<file path="src/rtl/elig_pkg.sv">
// Package: shared group-class type and the helper that classifies one line.
// Assumes: modifier bits are already masked by the single-security control.
package elig_pkg;

    typedef enum logic [1:0] {
        CLS_GRP0      = 2'd0,
        CLS_GRP1_SEC  = 2'd1,
        CLS_GRP1_NSEC = 2'd2
    } grp_class_e;

    // Map group and effective modifier bit to a class.
    function automatic grp_class_e classify(input logic grp, input logic mod_eff);
        if (grp)
            return CLS_GRP1_NSEC;
        else if (mod_eff)
            return CLS_GRP1_SEC;
        else
            return CLS_GRP0;
    endfunction

endpackage

</file>
<file path="src/rtl/elig_pend_bank.sv">
// Module: per-line pending latches with rising-edge set and write-1-to-clear.
// Assumes: line inputs are synchronous to clk; set wins over clear.
module elig_pend_bank #(
    parameter int N_LINES = 32
) (
    input  logic               clk,
    input  logic               rst_n,
    input  logic [N_LINES-1:0] line_in,
    input  logic [N_LINES-1:0] trig_edge,
    input  logic [N_LINES-1:0] pend_clr,
    output logic [N_LINES-1:0] pend_q,
    output logic [N_LINES-1:0] pend_nxt
);

    logic [N_LINES-1:0] line_q;
    logic [N_LINES-1:0] rise;

    // Detect rising edges on edge-configured lines.
    always_comb rise = line_in & ~line_q & trig_edge;

    // Next latch value: clear first, then set so set wins.
    always_comb pend_nxt = (pend_q & ~pend_clr) | rise;

    // Register input history and latch state.
    always_ff @(posedge clk) begin
        if (!rst_n) begin
            line_q <= '0;
            pend_q <= '0;
        end else begin
            line_q <= line_in;
            pend_q <= pend_nxt;
        end
    end

    // a detected edge leaves the latch set.
    a_r2_edge_sets: assert property (@(posedge clk) disable iff (!rst_n)
        $past(rst_n) |-> ((pend_q & $past(rise)) == $past(rise)));

    // set and clear in the same cycle resolve to set.
    a_r6_set_wins: assert property (@(posedge clk) disable iff (!rst_n)
        $past(rst_n) |-> ((pend_q & $past(rise & pend_clr)) == $past(rise & pend_clr)));

    // a clear without an edge empties the latch.
    a_r5_clear: assert property (@(posedge clk) disable iff (!rst_n)
        $past(rst_n) |-> ((pend_q & $past(pend_clr & ~rise)) == '0));

    // a latch only turns on through a detected edge.
    a_r12_only_edges_set: assert property (@(posedge clk) disable iff (!rst_n)
        $past(rst_n) |-> ((pend_q & ~$past(pend_q) & ~$past(rise)) == '0));

endmodule

</file>
<file path="src/rtl/elig_group_gate.sv">
// Module: per-line group permission mask from group, modifier and enables.
// Assumes: purely combinational; one instance covers all lines.
module elig_group_gate #(
    parameter int N_LINES = 32
) (
    input  logic [N_LINES-1:0] group_bits,
    input  logic [N_LINES-1:0] gmod_bits,
    input  logic               en_grp0,
    input  logic               en_grp1_sec,
    input  logic               en_grp1_nsec,
    input  logic               one_sec_state,
    output logic [N_LINES-1:0] grp_ok
);
    import elig_pkg::*;

    for (genvar i = 0; i < N_LINES; i++) begin : g_line
        grp_class_e cls;
        // Classify the line with the modifier forced low in single-security mode.
        always_comb cls = classify(group_bits[i], gmod_bits[i] & ~one_sec_state);
        // Select the enable belonging to the class.
        always_comb begin
            unique case (cls)
                CLS_GRP1_NSEC: grp_ok[i] = en_grp1_nsec;
                CLS_GRP1_SEC:  grp_ok[i] = en_grp1_sec;
                default:       grp_ok[i] = en_grp0;
            endcase
        end
    end

endmodule

</file>
<file path="src/rtl/elig_mask.sv">
// Module: top of the eligibility mask; merges latch, level bypass, enable
// and group permission, then registers the result.
// Assumes: synchronous active-low reset; all inputs synchronous to clk.
module elig_mask #(
    parameter int N_LINES = 32
) (
    input  logic               clk,
    input  logic               rst_n,
    input  logic [N_LINES-1:0] line_in,
    input  logic [N_LINES-1:0] trig_edge,
    input  logic [N_LINES-1:0] enable_bits,
    input  logic [N_LINES-1:0] group_bits,
    input  logic [N_LINES-1:0] gmod_bits,
    input  logic [N_LINES-1:0] pend_clr,
    input  logic               en_grp0,
    input  logic               en_grp1_sec,
    input  logic               en_grp1_nsec,
    input  logic               one_sec_state,
    output logic [N_LINES-1:0] eligible,
    output logic [N_LINES-1:0] pend_latched
);

    logic [N_LINES-1:0] pend_nxt;
    logic [N_LINES-1:0] grp_ok;
    logic [N_LINES-1:0] raw_pend;
    logic [N_LINES-1:0] elig_d;
    logic [N_LINES-1:0] elig_q;

    elig_pend_bank #(.N_LINES(N_LINES)) u_bank (
        .clk       (clk),
        .rst_n     (rst_n),
        .line_in   (line_in),
        .trig_edge (trig_edge),
        .pend_clr  (pend_clr),
        .pend_q    (pend_latched),
        .pend_nxt  (pend_nxt)
    );

    elig_group_gate #(.N_LINES(N_LINES)) u_gate (
        .group_bits    (group_bits),
        .gmod_bits     (gmod_bits),
        .en_grp0       (en_grp0),
        .en_grp1_sec   (en_grp1_sec),
        .en_grp1_nsec  (en_grp1_nsec),
        .one_sec_state (one_sec_state),
        .grp_ok        (grp_ok)
    );

    // Pending: next latch value, or a level line that is high.
    always_comb raw_pend = pend_nxt | (~trig_edge & line_in);

    // Combine pending, enable and group permission.
    always_comb elig_d = raw_pend & enable_bits & grp_ok;

    // Register the eligibility word.
    always_ff @(posedge clk) begin
        if (!rst_n) elig_q <= '0;
        else        elig_q <= elig_d;
    end

    assign eligible = elig_q;

    // a disabled line is never eligible.
    a_r4_enable_gate: assert property (@(posedge clk) disable iff (!rst_n)
        $past(rst_n) |-> ((eligible & ~$past(enable_bits)) == '0));

    // with every group off, nothing is eligible.
    a_r9_all_groups_off: assert property (@(posedge clk) disable iff (!rst_n)
        $past(rst_n && !en_grp0 && !en_grp1_sec && !en_grp1_nsec) |-> (eligible == '0));

    // in single-security mode the secure second group enable adds nothing.
    a_r10_single_sec: assert property (@(posedge clk) disable iff (!rst_n)
        $past(rst_n && one_sec_state && !en_grp0 && !en_grp1_nsec) |-> (eligible == '0));

    // a level line that is low with an empty latch is not eligible.
    a_r3_level_low: assert property (@(posedge clk) disable iff (!rst_n)
        $past(rst_n) |-> ((eligible & $past(~trig_edge & ~line_in & ~pend_nxt)) == '0));

endmodule

</file>
<file path="config.mk">
export PLATFORM = sky130hd
export DESIGN_NAME = elig_mask
export DESIGN_NICKNAME = d
export VERILOG_FILES = /design/src/rtl/elig_pkg.sv /design/src/rtl/elig_pend_bank.sv /design/src/rtl/elig_group_gate.sv /design/src/rtl/elig_mask.sv
export SDC_FILE = /design/constraint.sdc
export NUM_CORES = 1
export LEC_CHECK = 0
export BUFFER_PORTS_ARGS = -buffer_cell sky130_fd_sc_hd__clkbuf_2
export CAP_MARGIN = 20
export CORE_UTILIZATION = 44
export DETAILED_ROUTE_END_ITERATION = 12
export GPL_TIMING_DRIVEN = 0
export PLACE_DENSITY = 0.84
export REMOVE_ABC_BUFFERS = 1
export SYNTH_ARGS = -nofsm -noshare
export SYNTH_HDL_FRONTEND = slang
export SYNTH_SLANG_ARGS = --single-unit
</file>
<file path="constraint.sdc">
create_clock -name clk -period 1.22 [get_ports clk]
set_input_delay 0.122 -clock clk [delete_from_list [all_inputs] [get_ports clk]]
set_output_delay 0.122 -clock clk [all_outputs]
set_load 0.005 [all_outputs]
</file>
==> impl_metrics.prom <==
# TYPE chip_impl_metric gauge
chip_impl_metric{name="report.power.total",unit="mW"} 7.24
chip_impl_metric{name="ff2ff_path_depth",unit=""} 3
chip_impl_metric{name="cp_slowest_stage_delay",unit="ns"} 0.51
chip_impl_metric{name="area_growth_syn_to_layout",unit="%"} 53.0
chip_impl_metric{name="synth-seq-cells",unit=""} 96
chip_impl_info{name="critical_path.reg2reg.startpoint",value="u_bank.pend_q[24]"} 1
chip_impl_metric{name="actual_transition_at_the_worst_max_transition_pin",unit="ns"} 0.958
chip_impl_metric{name="yosysSeqAreaShare",unit=""} 0.418
chip_impl_info{name="holdCritStartpoint",value="enable_bits[17]"} 1
chip_impl_metric{name="groute.usage.overall",unit=""} 0.277
chip_impl_metric{name="ff_latch_area",unit="mm2"} 0.00192
chip_impl_info{name="critPathCaptureType",value="flop"} 1
chip_impl_metric{name="total_area_of_multi_input_combinational_cells",unit="mm2"} 0.00246
chip_impl_metric{name="crit_fanout",unit=""} 32
chip_impl_metric{name="io_pins",unit=""} 262
chip_impl_metric{name="final.period_utilization",unit=""} 0.943
chip_impl_metric{name="insertedDiodeCount",unit=""} 0
chip_impl_metric{name="number_of_setup_violations_in_the_final_report",unit=""} 0
chip_impl_metric{name="gp_congestion",unit=""} 0.797
chip_impl_metric{name="synth_cell_types",unit=""} 19
chip_impl_info{name="crit_type",value="primary input to flop"} 1
chip_impl_metric{name="tritoncts_num_sinks",unit=""} 96
chip_impl_metric{name="total_clock_buffers_created_by_cts",unit=""} 9
chip_impl_metric{name="dr_total_vias",unit=""} 5169
chip_impl_metric{name="grt.overflow.total",unit=""} 0
chip_impl_metric{name="drv_slew",unit=""} 0
chip_impl_metric{name="hold_viol",unit=""} 0
chip_impl_metric{name="grt_pass1_wl",unit="mm"} 24.4
chip_impl_metric{name="effective_utilization_at_floorplan",unit=""} 0.462
chip_impl_metric{name="static-leakage-power",unit="nW"} 3.31
chip_impl_metric{name="drc",unit=""} 0
chip_impl_metric{name="slew_headroom",unit=""} 0.361
chip_impl_info{name="layout.cells.most_common",value="sky130_fd_sc_hd__clkbuf_2"} 1
chip_impl_metric{name="drtIter0Drc",unit=""} 344
chip_impl_metric{name="die_h",unit="um"} 104
chip_impl_metric{name="cts.htree.levels",unit=""} 3
chip_impl_metric{name="worst_ep_required_time",unit="ns"} 1.45
chip_impl_metric{name="clock_insertion_delay_at_the_later_pin_of_the_skew_report",unit="ns"} 0.35
chip_impl_metric{name="drive_above_1_share",unit=""} 0.365
chip_impl_info{name="worst_min_delay_path_category",value="primary input to flop"} 1
chip_impl_info{name="regToRegEndpoint",value="eligible[24]"} 1
chip_impl_info{name="status",value="complete, no violations"} 1
chip_impl_metric{name="max_freq",unit="MHz"} 869
chip_impl_metric{name="critical_path_arrival",unit="ns"} 1.38
chip_impl_info{name="clk_root_buffer_cell",value="sky130_fd_sc_hd__clkbuf_8"} 1
chip_impl_metric{name="via_per_inst",unit=""} 5.30
chip_impl_metric{name="final_cell_count_no_fill",unit=""} 976
chip_impl_metric{name="fillCellCount",unit=""} 718
chip_impl_info{name="whs_endpoint",value="eligible[17]"} 1
chip_impl_metric{name="numPlacedInstances",unit=""} 876
chip_impl_info{name="cts_tree",value="yes"} 1
chip_impl_metric{name="grt_max_degree",unit=""} 97
chip_impl_metric{name="peakVddDrop",unit="V"} 0.000700
chip_impl_metric{name="clock_skew",unit="ns"} 0.0171
chip_impl_metric{name="synth_top_area_frac",unit=""} 0.418
chip_impl_info{name="crit_path_start_kind",value="primary input"} 1
chip_impl_info{name="critical_path_cell_sequence",value="buf_2, and3b_1, a211oi_1, a2111oi_2"} 1
chip_impl_info{name="ys_top_cells_by_area",value="sky130_fd_sc_hd__dfxtp_1, sky130_fd_sc_hd__a2111oi_2, sky130_fd_sc_hd__nand2_1"} 1
chip_impl_metric{name="power-per-cell-area",unit="mW/mm2"} 1030
chip_impl_metric{name="antenna_left",unit=""} 0
chip_impl_metric{name="port_buffers",unit=""} 261
chip_impl_metric{name="design.core.area",unit="mm2"} 0.00995
chip_impl_info{name="synth_largest_area_cell",value="sky130_fd_sc_hd__dfxtp_1"} 1
chip_impl_metric{name="drt_pre_antenna_iters",unit=""} 6
chip_impl_metric{name="clk_pin_slew",unit="ns"} 0.09
chip_impl_metric{name="min_path_cells",unit=""} 3
chip_impl_metric{name="syn_avg_cell_area",unit="um2"} 9.05
chip_impl_metric{name="area_of_the_die",unit="mm2"} 0.0109
chip_impl_metric{name="synth_warnings",unit=""} 0
chip_impl_metric{name="detailed_place_hpwl",unit="mm"} 9.75
chip_impl_metric{name="core.rowCount",unit=""} 36
chip_impl_metric{name="maxCapViolations",unit=""} 0
chip_impl_metric{name="detail_route.wirelength",unit="mm"} 15.2
chip_impl_metric{name="post-route-min-period",unit="ns"} 1.15
chip_impl_metric{name="post_cts_buffers",unit=""} 0
chip_impl_metric{name="ff2ff_setup_slack",unit="ns"} 0.16
chip_impl_metric{name="first_global_vias",unit=""} 5449
chip_impl_info{name="worst_path_max_delay_cell",value="sky130_fd_sc_hd__buf_2"} 1
chip_impl_metric{name="clock_buffer_depth",unit=""} 2
chip_impl_metric{name="dpl_worst_slack",unit="ns"} -0.479
chip_impl_metric{name="die_x",unit="um"} 104
chip_impl_info{name="mostFrequentLayoutCells",value="sky130_fd_sc_hd__clkbuf_2, sky130_fd_sc_hd__nand2_1, sky130_fd_sc_hd__dfxtp_1"} 1
chip_impl_metric{name="drt-wirelength-per-cell",unit="um"} 15.6
chip_impl_metric{name="syn_area",unit="mm2"} 0.00460
chip_impl_metric{name="design.final.nets",unit=""} 1037
chip_impl_metric{name="layout_setup_ws",unit="ns"} 0.0693
chip_impl_metric{name="initial_antenna_violation_count",unit=""} 0
chip_impl_metric{name="final_total_negative_setup_slack",unit="ns"} 0
chip_impl_metric{name="netlist_instances",unit=""} 508
-- worst max-delay path by stage --
stage,startpoint,end,slack (ns),cells past startpoint
2_1_floorplan,en_grp1_nsec,eligible[0],-0.16,2
3_3_place_gp,en_grp1_nsec,eligible[18],-0.73,3
3_5_place_dp,one_sec_state,eligible[12],-0.48,4
4_1_cts,en_grp1_sec,eligible[26],0.1,4
5_1_grt,en_grp0,eligible[9],-0.01,3
6_report,en_grp1_sec,eligible[9],0.07,4
-- state kept, by name, indices dropped and copies added, names as in the netlist --
register       cells
eligible          32
u_bank.line_q     32
u_bank.pend_q     32
-- per-stage QoR --
step	instance area, um2	utilization	hold WS (ns)
CTS	6980	0.701	0.000424
floorplan	4450	-	0.210
detailed placement	5950	0.598	0.332
finish	7040	0.707	0.0155
global route	7040	0.707	0.00163
global placement	5920	0.595	0.327
-- final cells by class --
type,instances,share of cell area
Clock inverter,3,0.0128
Multi-Input combinational cell,369,0.350
Timing Repair Buffer,347,0.311
Inverter,16,0.00853
Clock buffer,12,0.0206
Tap cell,133,0.0236
Sequential cell,96,0.273
-- per-layer routing --
metal / global-route usage / share of wire / vias to the layer above
met2: 0.521 / 0.52 / 254
met5: 0 / 0 / -
li1: - / - / 2457
met1: 0.277 / 0.38 / 2393
met3: 0.0614 / 0.059 / 65
met4: 0.166 / 0.044 / 0
-- cell usage after synthesis --
cell type and n:
sky130_fd_sc_hd__buf_6 5, sky130_fd_sc_hd__inv_1 16, sky130_fd_sc_hd__nor2_1 17, sky130_fd_sc_hd__buf_2 10, sky130_fd_sc_hd__clkbuf_1 8, sky130_fd_sc_hd__a21oi_1 17, sky130_fd_sc_hd__a211oi_1 32, sky130_fd_sc_hd__and2_1 47
sky130_fd_sc_hd__dfxtp_1 96, sky130_fd_sc_hd__clkbuf_2 2, sky130_fd_sc_hd__o21a_1 17, sky130_fd_sc_hd__nand2_1 96, sky130_fd_sc_hd__buf_1 2, sky130_fd_sc_hd__and3b_1 32, sky130_fd_sc_hd__o22ai_1 15, sky130_fd_sc_hd__a2111oi_2 32
sky130_fd_sc_hd__nor2b_1 17, sky130_fd_sc_hd__a2bb2oi_1 15, sky130_fd_sc_hd__nand2b_1 32
-- repair_timing --
item / in CTS / in global routing
endpoints found under the setup margin: 32 / 1
hold buffers: 79 / 6
hold endpoints to repair: 49 / 6
gates resized for setup: 1 / 2
-- report_power, final --
group / switching, mW / internal (mW) / leakage, nW
Clock: 1.07 / 1.41 / 0.117
Sequential: 0.0692 / 3.28 / 0.790
Combinational: 0.647 / 0.756 / 2.41
Total: 1.79 / 5.45 / 3.31
-- critical path: cells and delay by family --
kind            cells  cell delay, ns
buf+inv             1            0.51
compound gates      2            0.49
simple gates        1            0.26
-- cells by family after synthesis --
| kind of cell | Yosys count | synth area share |
|---|---|---|
| AOI/OAI and AO/OA | 128 | 0.252 |
| buffers and inverters | 43 | 0.0465 |
| DFF | 96 | 0.418 |
| and+or+nand+nor | 241 | 0.284 |
(Power assumes the default switching activity.)
